===== src/rtl/mac_pkg.sv =====
package mac_pkg;
   // control bits that travel beside the data in every segment
   typedef struct packed {
      logic vld;
      logic clr;
   } mac_tag_t;

   localparam mac_tag_t MAC_TAG_IDLE = '{vld: 1'b0, clr: 1'b0};
endpackage


===== src/rtl/mac_pp_stage.sv =====
// Segment 1: capture operands and form the partial-product rows.
// Rows 0..OP_W-2 are c[i] ? b<<i : 0; the sign row is inverted and
// the final row carries the +1 that completes its negation.
module mac_pp_stage
   import mac_pkg::*;
#(
   parameter int OP_W   = 8,
   parameter int PROD_W = 2 * OP_W,
   parameter int ROWS   = OP_W + 1
) (
   input  logic                        clk,
   input  logic                        rst_n,
   input  mac_tag_t                    tag_i,
   input  logic [OP_W-1:0]             b_i,
   input  logic [OP_W-1:0]             c_i,
   output mac_tag_t                    tag_o,
   output logic [ROWS-1:0][PROD_W-1:0] rows_o
);
   logic [PROD_W-1:0]             b_ext;
   logic [ROWS-1:0][PROD_W-1:0]   rows_d;

   assign b_ext = PROD_W'($signed(b_i));

   for (genvar i = 0; i < OP_W - 1; i++) begin : g_row
      assign rows_d[i] = c_i[i] ? (b_ext << i) : '0;
   end

   assign rows_d[OP_W-1] = c_i[OP_W-1] ? ~(b_ext << (OP_W - 1)) : '0;
   assign rows_d[OP_W]   = {{(PROD_W-1){1'b0}}, c_i[OP_W-1]};

   always_ff @(posedge clk or negedge rst_n) begin
      if (!rst_n) begin
         tag_o  <= MAC_TAG_IDLE;
         rows_o <= '0;
      end else begin
         tag_o  <= tag_i;
         rows_o <= rows_d;
      end
   end
endmodule


===== src/rtl/mac_csa_stage.sv =====
// Segment 2: linear chain of carry-save adders, ROWS rows down to two.
module mac_csa_stage
   import mac_pkg::*;
#(
   parameter int ROWS = 9,
   parameter int W    = 16
) (
   input  logic                  clk,
   input  logic                  rst_n,
   input  mac_tag_t              tag_i,
   input  logic [ROWS-1:0][W-1:0] rows_i,
   output mac_tag_t              tag_o,
   output logic [W-1:0]          sum_o,
   output logic [W-1:0]          cry_o
);
   localparam int LVLS = ROWS - 1;

   logic [LVLS-1:0][W-1:0] s_w;
   logic [LVLS-1:0][W-1:0] k_w;

   assign s_w[0] = rows_i[0];
   assign k_w[0] = rows_i[1];

   for (genvar l = 1; l < LVLS; l++) begin : g_lvl
      logic [W-1:0] x, y, z;
      assign x      = s_w[l-1];
      assign y      = k_w[l-1];
      assign z      = rows_i[l+1];
      assign s_w[l] = x ^ y ^ z;
      assign k_w[l] = ((x & y) | (x & z) | (y & z)) << 1;
   end

   always_ff @(posedge clk or negedge rst_n) begin
      if (!rst_n) begin
         tag_o <= MAC_TAG_IDLE;
         sum_o <= '0;
         cry_o <= '0;
      end else begin
         tag_o <= tag_i;
         sum_o <= s_w[LVLS-1];
         cry_o <= k_w[LVLS-1];
      end
   end
endmodule


===== src/rtl/mac_cpa_stage.sv =====
// Segment 3: carry-propagate add of the two carry-save vectors.
// CPA_STYLE 0 uses the operator; 1 builds a generate/propagate chain.
module mac_cpa_stage
   import mac_pkg::*;
#(
   parameter int W         = 16,
   parameter int CPA_STYLE = 0
) (
   input  logic         clk,
   input  logic         rst_n,
   input  mac_tag_t     tag_i,
   input  logic [W-1:0] a_i,
   input  logic [W-1:0] b_i,
   output mac_tag_t     tag_o,
   output logic [W-1:0] prod_o
);
   logic [W-1:0] sum_d;

   if (CPA_STYLE == 0) begin : g_op
      assign sum_d = a_i + b_i;
   end else begin : g_chain
      logic [W-1:0] cy;
      assign cy[0] = 1'b0;
      for (genvar i = 0; i < W; i++) begin : g_bit
         assign sum_d[i] = a_i[i] ^ b_i[i] ^ cy[i];
         if (i < W - 1) begin : g_c
            assign cy[i+1] = (a_i[i] & b_i[i]) | ((a_i[i] ^ b_i[i]) & cy[i]);
         end
      end
   end

   always_ff @(posedge clk or negedge rst_n) begin
      if (!rst_n) begin
         tag_o  <= MAC_TAG_IDLE;
         prod_o <= '0;
      end else begin
         tag_o  <= tag_i;
         prod_o <= sum_d;
      end
   end
endmodule


===== src/rtl/mac_acc_stage.sv =====
// Segment 4: accumulator; feedback stays inside this one register.
module mac_acc_stage
   import mac_pkg::*;
#(
   parameter int PROD_W = 16,
   parameter int ACC_W  = 24
) (
   input  logic              clk,
   input  logic              rst_n,
   input  mac_tag_t          tag_i,
   input  logic [PROD_W-1:0] prod_i,
   output logic [ACC_W-1:0]  acc_o,
   output logic              vld_o
);
   logic [ACC_W-1:0] prod_x;

   assign prod_x = ACC_W'($signed(prod_i));

   always_ff @(posedge clk or negedge rst_n) begin
      if (!rst_n) begin
         acc_o <= '0;
         vld_o <= 1'b0;
      end else begin
         vld_o <= tag_i.vld;
         if (tag_i.clr) begin
            acc_o <= tag_i.vld ? prod_x : '0;
         end else if (tag_i.vld) begin
            acc_o <= acc_o + prod_x;
         end
      end
   end
endmodule


===== src/rtl/pipe_mac.sv =====
module pipe_mac
   import mac_pkg::*;
#(
   parameter int OP_W      = 8,
   parameter int ACC_W     = 24,
   parameter int CPA_STYLE = 1
) (
   input  logic             clk,
   input  logic             rst_n,
   input  logic             in_vld,
   input  logic             in_clr,
   input  logic [OP_W-1:0]  in_b,
   input  logic [OP_W-1:0]  in_c,
   output logic [ACC_W-1:0] acc_out,
   output logic             out_vld
);
   localparam int PROD_W = 2 * OP_W;
   localparam int ROWS   = OP_W + 1;

   if (OP_W < 2) begin : g_bad_op
      $error("pipe_mac: OP_W must be at least 2");
   end
   if (ACC_W < PROD_W) begin : g_bad_acc
      $error("pipe_mac: ACC_W must hold a full product");
   end
   if (CPA_STYLE < 0 || CPA_STYLE > 1) begin : g_bad_cpa
      $error("pipe_mac: CPA_STYLE must be 0 or 1");
   end

   mac_tag_t                    tag_in, tag1, tag2, tag3;
   logic [ROWS-1:0][PROD_W-1:0] rows1;
   logic [PROD_W-1:0]           sum2, cry2, prod3;

   assign tag_in = '{vld: in_vld, clr: in_clr};

   mac_pp_stage #(.OP_W(OP_W), .PROD_W(PROD_W), .ROWS(ROWS)) u_pp (
      .clk(clk), .rst_n(rst_n), .tag_i(tag_in), .b_i(in_b), .c_i(in_c),
      .tag_o(tag1), .rows_o(rows1)
   );

   mac_csa_stage #(.ROWS(ROWS), .W(PROD_W)) u_csa (
      .clk(clk), .rst_n(rst_n), .tag_i(tag1), .rows_i(rows1),
      .tag_o(tag2), .sum_o(sum2), .cry_o(cry2)
   );

   mac_cpa_stage #(.W(PROD_W), .CPA_STYLE(CPA_STYLE)) u_cpa (
      .clk(clk), .rst_n(rst_n), .tag_i(tag2), .a_i(sum2), .b_i(cry2),
      .tag_o(tag3), .prod_o(prod3)
   );

   mac_acc_stage #(.PROD_W(PROD_W), .ACC_W(ACC_W)) u_acc (
      .clk(clk), .rst_n(rst_n), .tag_i(tag3), .prod_i(prod3),
      .acc_o(acc_out), .vld_o(out_vld)
   );
endmodule


===== config.mk =====
export PLATFORM = sky130hd
export DESIGN_NAME = pipe_mac
export DESIGN_NICKNAME = d
export VERILOG_FILES = /design/src/rtl/mac_pkg.sv /design/src/rtl/mac_pp_stage.sv /design/src/rtl/mac_csa_stage.sv /design/src/rtl/mac_cpa_stage.sv /design/src/rtl/mac_acc_stage.sv /design/src/rtl/pipe_mac.sv
export SDC_FILE = /design/constraint.sdc
export NUM_CORES = 1
export LEC_CHECK = 0
export BUFFER_PORTS_ARGS = -buffer_cell sky130_fd_sc_hd__buf_4
export CORE_ASPECT_RATIO = 1.75
export CORE_MARGIN = 2
export CORE_UTILIZATION = 39
export DETAILED_ROUTE_END_ITERATION = 10
export SETUP_SLACK_MARGIN = 0.5
export SKIP_CTS_REPAIR_TIMING = 1
export SLEW_MARGIN = 20
export SYNTH_ARGS = -nofsm -noshare
export SYNTH_HDL_FRONTEND = slang
export SYNTH_SLANG_ARGS = --single-unit

===== constraint.sdc =====
create_clock -name clk -period 7.7 [get_ports clk]
set_clock_uncertainty 0.15 [all_clocks]
set_input_delay 0.77 -clock clk [delete_from_list [all_inputs] [get_ports clk]]
set_output_delay 0.77 -clock clk [all_outputs]
set_load 0.05 [all_outputs]

==> impl_metrics.toml, run 1 <==
[logic_synthesis]
syn_nets = 685
ys.flop_type = "dfrtp_1"
synth_edf_count = 0
ys_seq_area_share_pct = 48.66
ys_seq_elements = 143
syn_inst = 552
netlist_area_um2 = 7353
ys_types = 52
ys_warn_count = 0
synthArstFlopShare_pct = 100.0
avgSynthCellArea_um2 = 13.32

[setup_path]
cp.arrival_ps = 6240
required_ps = 7840
endpoint_kind = "register"
r2r_cells = 15
worstSetupPathType = "reg -> reg"
worstReg2RegEnd = "u_cpa.prod_o[15]$_DFF_PN0_"
reg2reg_from = "u_csa.sum_o[1]$_DFF_PN0_"
critPathMaxFanout = 1
start_kind = "register"
regToRegSetupSlack_ps = 1600

[job]
maxCapViolCount = 0

[routing]
routedWlPerCell_um = 15.66
vias = 4309
via_per_inst = 5.028
drc = 0
ant_nets = 0
wl_um = 13420
drt_iter0_markers = 148
drt_pass1_iterations = 4

[power]
switching_share_pct = 39.90
power_mw = 3.495
seq_power_share_pct = 30.5
internal_power_mw = 2.100
comb_power_share_pct = 47.0
netSwitchingPower_mw = 1.394
peakVddDrop_mv = 0.1997
p_clk_share_pct = 22.5
p_leak_nw = 4.044
powerDensity_nw_per_um2 = 409.8

[layout]
stdcell_count = 857
area_growth_pct = 15.98
layout_common_cells = "dfrtp_1, fa_1, and2_1"
final_common_cell = "dfrtp_1"
layout.nets = 740
multiInputGateArea_um2 = 3700
drive_above_1_share_pct = 14.70
fillers = 1665
n_antenna_cell = 0
regArea_um2 = 3578

[sta]
tightest_slew_ps = 785.7
max_freq_mhz = 163.9
setup_viol = 0
fin_crit_ps = 6101
finalSetupTns_ps = 0
hold_slack_ps = 191.7
slew_headroom_pct = 47.62
hold_viol = 0
rsz0062_at_grt = "no"
period_share_pct = 79.23
drv_slew = 0

[clock_network]
cts_inserted_buffers = 17
clk_pin_slew_ps = 60
root_buffer = "clkbuf_16"
cts_sinks = 143
htreeDepth = 4
insertion_delay_ps = 410
tritoncts = "done"
clockBufferDepth = 2

[floorplan]
ios = 45
die_area_um2 = 20010
start_util_pct = 39.58
die_w_um = 107.8
core_um2 = 18580
placementRows = 66
chipHeight_um = 185.6

[place]
numPortBuffers = 44
post-dp-hpwl_um = 10170
dp.cells = 826
gp_congestion = 0.8719

[global_route]
grt_overflow_total = 0
antenna_found_initial = 0
grt_pass1_wl_um = 23130
grt_max_degree = 87
grt_usage_pct = 15.04
grt_pass1_vias = 4861

[run_status]
status = "finished, final reports clean"

[hold_path]
hold_path.class = "reg -> reg"
whs_endpoint = "u_cpa.prod_o[0]$_DFF_PN0_"
whs_path_depth = 0
min_from = "u_csa.sum_o[0]$_DFF_PN0_"
power by group through the flow:
stage	clock (mW)	combinational (mW)	sequential [mW]
after floorplan	0	1.10	1.23
after global routing	0.840	1.86	1.09
after global placement	0	1.63	1.08
after CTS	0.813	1.67	1.07
after detailed placement	0	1.66	1.08
final	0.786	1.64	1.07
routing by layer:
| metal | part of all wire (%) | global-route usage [%] |
|---|---|---|
| met1 | 38 | 16.08 |
| met2 | 56 | 28.20 |
| met3 | 3.0 | 2.906 |
| met4 | 2.7 | 6.564 |
| met5 | 0 | 0 |
per-stage QoR:
stage                     worst slack (ps)  utilization [%]  cell area [um^2]
after floorplan                       1839                -              7353
after global placement                1624            42.80              7953
after detailed placement              1573            42.81              7955
after CTS                             1550            45.90              8528
after global routing                  1371            45.90              8528
final                                 1599            45.90              8528
cells in the mapped netlist, drive strengths merged, types with 2 or more instances:
| cell type | count | area share (%) |
|---|---|---|
| nor3 | 4 | 0.34 |
| dfrtp | 143 | 49 |
| inv | 8 | 0.41 |
| a31oi | 2 | 0.17 |
| o31ai | 3 | 0.31 |
| nand3 | 9 | 0.68 |
| o211ai | 3 | 0.37 |
| o2111ai | 2 | 0.24 |
| nor2 | 12 | 0.61 |
| and2 | 59 | 5.0 |
| nor2b | 12 | 1.0 |
| nand2 | 26 | 1.3 |
| fa | 63 | 17 |
| o21a | 4 | 0.43 |
| xnor2 | 16 | 1.9 |
| clkbuf | 7 | 0.37 |
| o21ai | 29 | 2.0 |
| and4 | 4 | 0.51 |
| a21oi | 30 | 2.3 |
| a221o | 2 | 0.27 |
| buf | 3 | 0.27 |
| xor2 | 5 | 0.60 |
| nand3b | 3 | 0.31 |
| o21bai | 3 | 0.31 |
| nand2b | 4 | 0.34 |
| and3 | 5 | 0.43 |
| mux2i | 12 | 1.6 |
| a21o | 11 | 1.2 |
| a211oi | 3 | 0.31 |
| a22oi | 6 | 0.61 |
| ha | 50 | 8.5 |
sequential cells by signal, summed over array words and instances, names as in the netlist:
signal,cells
u_acc.vld_o,1
u_cpa.tag_o,2
u_acc.acc_o,24
u_pp.tag_o,2
u_csa.cry_o,15
u_pp.rows_o,65
u_cpa.prod_o,16
u_csa.sum_o,16
u_csa.tag_o,2
cells by family after synthesis:
logic type	share of synthesized area, %
multiplexers	1.838
AND/OR/NAND/NOR	10.77
AO/OA/AOI/OAI	9.512
buffers and inverters	1.055
flip-flops	48.66
XOR/XNOR	2.501
adder cells (fa/ha/maj)	25.66
how the worst max path moves through the flow:
stage                                   startpoint                    endpoint  slack, ps  cells after the start
after floorplan           u_csa.sum_o[1]$_DFF_PN0_  u_cpa.prod_o[15]$_DFF_PN0_       1840                     15
after global placement    u_csa.sum_o[1]$_DFF_PN0_  u_cpa.prod_o[15]$_DFF_PN0_       1620                     15
after detailed placement  u_csa.sum_o[1]$_DFF_PN0_  u_cpa.prod_o[15]$_DFF_PN0_       1570                     15
after CTS                 u_csa.sum_o[1]$_DFF_PN0_  u_cpa.prod_o[15]$_DFF_PN0_       1550                     15
after global routing      u_csa.sum_o[1]$_DFF_PN0_  u_cpa.prod_o[15]$_DFF_PN0_       1370                     15
final                     u_csa.sum_o[1]$_DFF_PN0_  u_cpa.prod_o[15]$_DFF_PN0_       1600                     15
worst max-delay path: stages, from the launching register on:
cell     delay, ps
dfrtp_1        370
ha_1           210
fa_1           390
fa_1           390
fa_1           390
fa_1           410
fa_1           400
fa_1           390
fa_1           390
fa_1           390
fa_1           400
fa_1           400
fa_1           400
fa_1           390
fa_1           390
xnor2_1        130
area by class of cell:
type	instances	area share (%)
clock buffers	18	5.032
clock inverters	13	1.687
inverters	8	0.3521
multi-input cells	391	43.38
flip-flops and latches	143	41.96
well taps	238	3.492
repair buffers	46	4.093
No activity file was read; power rests on OpenSTA's default activity.
==> run 2: changes to the inputs <==
==> constraint.sdc (replaced) <==
create_clock -name clk -period 5.9 [get_ports clk]
set_clock_uncertainty 0.15 [all_clocks]
set_input_delay 0.59 -clock clk [delete_from_list [all_inputs] [get_ports clk]]
set_output_delay 0.59 -clock clk [all_outputs]
set_load 0.05 [all_outputs]
==> run 2 against run 1 <==
Compared with the run above:
- clock power up 36%
- cell count rose by 0.12%
- worst hold slack lost 160 ps
- via count down 0.93%
- critical path depth did not move
- utilization up 0.31 points
- fmax rose by 11%
- design area rose by 0.67%
- sequential share of layout area down 0.28 points
- power grew 32%
- global-route usage down 0.066 points
- highest routed layer unchanged
==> impl_metrics.toml, run 2 (synthesis results as in run 1) <==
[layout]
area_growth_pct = 16.76
largest-register = "u_pp.rows_o"
drive_above_1_share_pct = 17.10
largest_reg_flops = 65
n_antenna_cell = 0
final_common_cell = "dfrtp_1"
layout.nets = 740
layout_top_registers = "u_pp.rows_o (65), u_acc.acc_o (24)"
fillers = 1658
layout_common_cells = "dfrtp_1, and2_1, fa_1"

[place]
post-dp-hpwl_um = 10100
numPortBuffers = 44
gp_congestion = 0.9209

[clock_network]
root_buffer = "clkbuf_16"
clockBufferDepth = 2
cts_sinks = 143
insertion_delay_ps = 410
htreeDepth = 4
cts_inserted_buffers = 17
clk_pin_slew_ps = 70
tritoncts = "done"

[global_route]
grt_max_degree = 85
grt_usage_pct = 14.97
grt_pass1_wl_um = 23120
grt_pass1_vias = 4848
antenna_found_initial = 0
grt_overflow_total = 0

[setup_path]
worstReg2RegEnd = "u_cpa.prod_o[15]$_DFF_PN0_"
r2r_cells = 15
cpMaxStageDelayCell = "dfrtp_1"
reg2reg_from = "u_csa.sum_o[1]$_DFF_PN0_"
start_kind = "register"
critPathBufInv = 0
cpPeakStageDelay_ps = 380
cp.arrival_ps = 5640
regToRegSetupSlack_ps = 400
path_common_cell = "fa_2"
endpoint_kind = "register"
critPathMaxFanout = 1
critical_path_depth = 15
path_cells = "ha_2 -> fa_2 -> fa_2 -> fa_2 -> fa_2 -> fa_2 -> fa_2 -> fa_2 -> fa_2 -> fa_2 -> fa_2 -> fa_2 -> fa_2 -> fa_2 -> xnor2_1"
cp_top_family = "adder cells"
required_ps = 6040
worstSetupPathType = "reg -> reg"

[routing]
via_per_inst = 4.976
wl_um = 13330
drt_pass1_iterations = 4
vias = 4269
ant_nets = 0
routedWlPerCell_um = 15.54
drt_iter0_markers = 124
drc = 0

[floorplan]
die_area_um2 = 20010
start_util_pct = 39.58
ios = 45
core_um2 = 18580
placementRows = 66
die_w_um = 107.8
chipHeight_um = 185.6

[job]
maxCapViolCount = 0

[sta]
tightest_slew_ps = 765.0
rsz0062_at_grt = "yes"
drv_slew = 0
max_freq_mhz = 181.7
fin_crit_ps = 5503
setup_viol = 0
hold_viol = 0
period_share_pct = 93.27
slew_headroom_pct = 49.00
finalSetupTns_ps = 0

[power]
peakVddDrop_mv = 0.2704
powerDensity_nw_per_um2 = 538.8
p_leak_nw = 4.042
power_mw = 4.626

[hold_path]
hold_path.class = "in -> async"

[run_status]
status = "finished, final reports clean"
[run 2: metal layers]
layer	vias up	part of all wire, %	global-route usage, %
met3	26	2.6	2.836
met5	-	0	0
met2	87	58	28.60
li1	2004	-	-
met1	2152	37	15.44
met4	0	2.5	6.821
[run 2: how the worst max path moves through the flow]
stage / slack [ps] / endpoint / startpoint
4_1_cts: 310 / u_cpa.prod_o[15]$_DFF_PN0_ / u_csa.sum_o[1]$_DFF_PN0_
3_5_place_dp: 320 / u_cpa.prod_o[15]$_DFF_PN0_ / u_csa.sum_o[1]$_DFF_PN0_
3_3_place_gp: 380 / u_cpa.prod_o[15]$_DFF_PN0_ / u_csa.sum_o[1]$_DFF_PN0_
5_1_grt: 280 / u_cpa.prod_o[15]$_DFF_PN0_ / u_csa.sum_o[1]$_DFF_PN0_
2_1_floorplan: 520 / u_cpa.prod_o[15]$_DFF_PN0_ / u_csa.sum_o[1]$_DFF_PN0_
6_report: 400 / u_cpa.prod_o[15]$_DFF_PN0_ / u_csa.sum_o[1]$_DFF_PN0_
[run 2: layout make-up]
cell class	count	area, um^2	share of cell area (%)
inverters	8	30.03	0.3498
repair buffers	46	349.1	4.066
flip-flops and latches	143	3578	41.68
clock inverters	13	152.6	1.778
clock buffers	19	442.9	5.159
multi-input cells	391	3735	43.50
well taps	238	297.8	3.468
[run 2: where the power goes]
group          internal [mW]  switching, mW  leakage, nW
Combinational          0.907           1.26         1.96
Sequential              1.22          0.176         1.80
Clock                  0.643          0.425        0.287
[run 2: through the flow]
step / setup slack (ps) / util [%] / hold slack, ps / instance area (um^2) / instances
finish: 397.0 / 46.21 / 26.90 / 8586 / 858
floorplan: 522.7 / - / 144.4 / 7383 / 552
CTS: 309.3 / 46.17 / 104.7 / 8578 / 858
global route: 279.1 / 46.21 / 118.7 / 8586 / 858
global placement: 379.0 / 42.96 / 183.2 / 7983 / 826
detailed placement: 322.1 / 42.96 / 184.7 / 7983 / 826
==> run 3: changes to the inputs <==
--- a/config.mk
+++ b/config.mk
@@ -9,6 +9,7 @@
 export CORE_ASPECT_RATIO = 1.75
 export CORE_MARGIN = 2
 export CORE_UTILIZATION = 39
+export CTS_BUF_LIST = sky130_fd_sc_hd__clkbuf_4
 export DETAILED_ROUTE_END_ITERATION = 10
 export SETUP_SLACK_MARGIN = 0.5
 export SKIP_CTS_REPAIR_TIMING = 1
==> run 3 against run 2 <==
Compared with the run above:
- clock-buffer cell count fell by 1
- utilization fell by 1.5 points
- highest routed layer unchanged
- largest cell class unchanged
- flip-flop and latch count did not move
- cell count rose by 0.47%
- largest power group unchanged
- sequential share of layout area rose by 1.4 points
==> impl_metrics.toml, run 3 (synthesis results as in run 1) <==
[sta]
period_share_pct = 93.38
slew_headroom_pct = 49.81
drv_slew = 0
tightest_slew_ps = 752.8
setup_viol = 0
hold_viol = 0
fin_crit_ps = 5509
rsz0062_at_grt = "yes"
finalSetupTns_ps = 0
max_freq_mhz = 181.5

[clock_network]
clockBufferDepth = 2
cts_sinks = 143
root_buffer = "clkbuf_4"
htreeDepth = 4
clk_pin_slew_ps = 120
cts_inserted_buffers = 17
insertion_delay_ps = 520
tritoncts = "done"

[layout]
largest_reg_flops = 65
drive_above_1_share_pct = 17.01
largest-register = "u_pp.rows_o"
stdcell_count = 862
area_growth_pct = 13.07
final_common_cell = "dfrtp_1"
layout_common_cells = "dfrtp_1, and2_1, fa_1"
layout_top_registers = "u_pp.rows_o (65), u_acc.acc_o (24)"
layout.nets = 743
fillers = 1692

[setup_path]
endpoint_kind = "register"
required_ps = 6190
path_cells = "ha_2 -> fa_2 -> fa_2 -> fa_2 -> fa_2 -> fa_2 -> fa_2 -> fa_2 -> fa_2 -> fa_2 -> fa_2 -> fa_2 -> fa_2 -> fa_2"
path_common_cell = "fa_2"
cpPeakStageDelay_ps = 520
cp.arrival_ps = 5800
r2r_cells = 14
critPathMaxFanout = 1
worstSetupPathType = "reg -> reg"
start_kind = "register"
regToRegSetupSlack_ps = 390
cpMaxStageDelayCell = "fa_2"

[global_route]
grt_usage_pct = 14.75
antenna_found_initial = 1
grt_overflow_total = 0
grt_pass1_wl_um = 22870
grt_max_degree = 85
grt_pass1_vias = 4839

[hold_path]
whs_path_depth = 1
hold_path.class = "in -> reg"

[routing]
routedWlPerCell_um = 15.27
wl_um = 13160
ant_nets = 0
via_per_inst = 4.970
vias = 4284
drt_pass1_iterations = 4
drc = 0
drt_iter0_markers = 94

[floorplan]
placementRows = 66
die_w_um = 107.8
core_um2 = 18580
die_area_um2 = 20010
chipHeight_um = 185.6
start_util_pct = 39.58
ios = 45

[job]
maxCapViolCount = 0

[power]
peakVddDrop_mv = 0.2570
powerDensity_nw_per_um2 = 503.3
p_leak_nw = 3.921

[place]
numPortBuffers = 44
gp_congestion = 0.9209
dp.cells = 826
post-dp-hpwl_um = 10100

[run_status]
status = "finished, final reports clean"
run 3: cell count changes in the layout (fill, tap and decap cells not counted), sizes merged:
cell	change
dlygate4sd3	+3
clkbuf	-1
clkinv	+1
diode	+1
run 3: final timing paths:
check                                         endpoint                startpoint
setup / recovery            u_cpa.prod_o[14]$_DFF_PN0_  u_csa.sum_o[1]$_DFF_PN0_
hold / removal              u_pp.rows_o[118]$_DFF_PN0_                   in_c[7]
setup reg to reg            u_cpa.prod_o[14]$_DFF_PN0_  u_csa.sum_o[1]$_DFF_PN0_
hold reg to reg               u_csa.tag_o[1]$_DFF_PN0_   u_pp.tag_o[1]$_DFF_PN0_
max in group asynchronous     u_pp.rows_o[2]$_DFF_PN0_                     rst_n
min in group asynchronous  u_acc.acc_o[19]$_DFFE_PN0P_                     rst_n
run 3: layout make-up:
type	instances	area (um^2)	area share (%)
clock buffers	18	135.1	1.625
inverters	8	30.03	0.3612
repair buffers	49	379.1	4.560
flip-flops and latches	143	3578	43.04
well taps	238	297.8	3.582
diodes	1	2.502	0.03010
multi-input cells	391	3735	44.92
clock inverters	14	156.4	1.881
run 3: critical path, delay by kind of cell, from the launching register on:
family	cells	cell delay, ps
adders and majority gates	14	4920
DFF	1	400
run 3: per-layer routing:
metal	GRT usage [%]	wire length (um)
met5	0	0
met4	6.513	338
met3	2.836	382
met2	28.25	7580
met1	15.22	4859
run 3: power by group:
part	leakage (nW)	internal (mW)	switching, mW	total (mW)
Sequential	1.80	1.22	0.175	1.39
Clock	0.153	0.264	0.367	0.631
Combinational	1.97	0.908	1.25	2.16
Total	3.92	2.39	1.80	4.18
run 3: per-stage QoR:
step / util, % / cell area (um^2) / hold slack (ps) / setup WS [ps] / total power, mW
5_1_grt: 44.75 / 8314 / 54.63 / 266.3 / 4.585
3_3_place_gp: 42.96 / 7983 / 183.2 / 379.0 / 3.528
3_5_place_dp: 42.96 / 7983 / 184.7 / 322.1 / 3.588
4_1_cts: 44.53 / 8274 / -62.65 / 307.5 / 4.240
2_1_floorplan: - / 7383 / 144.4 / 522.7 / 3.049
6_report: 44.75 / 8314 / 136.1 / 390.9 / 4.184
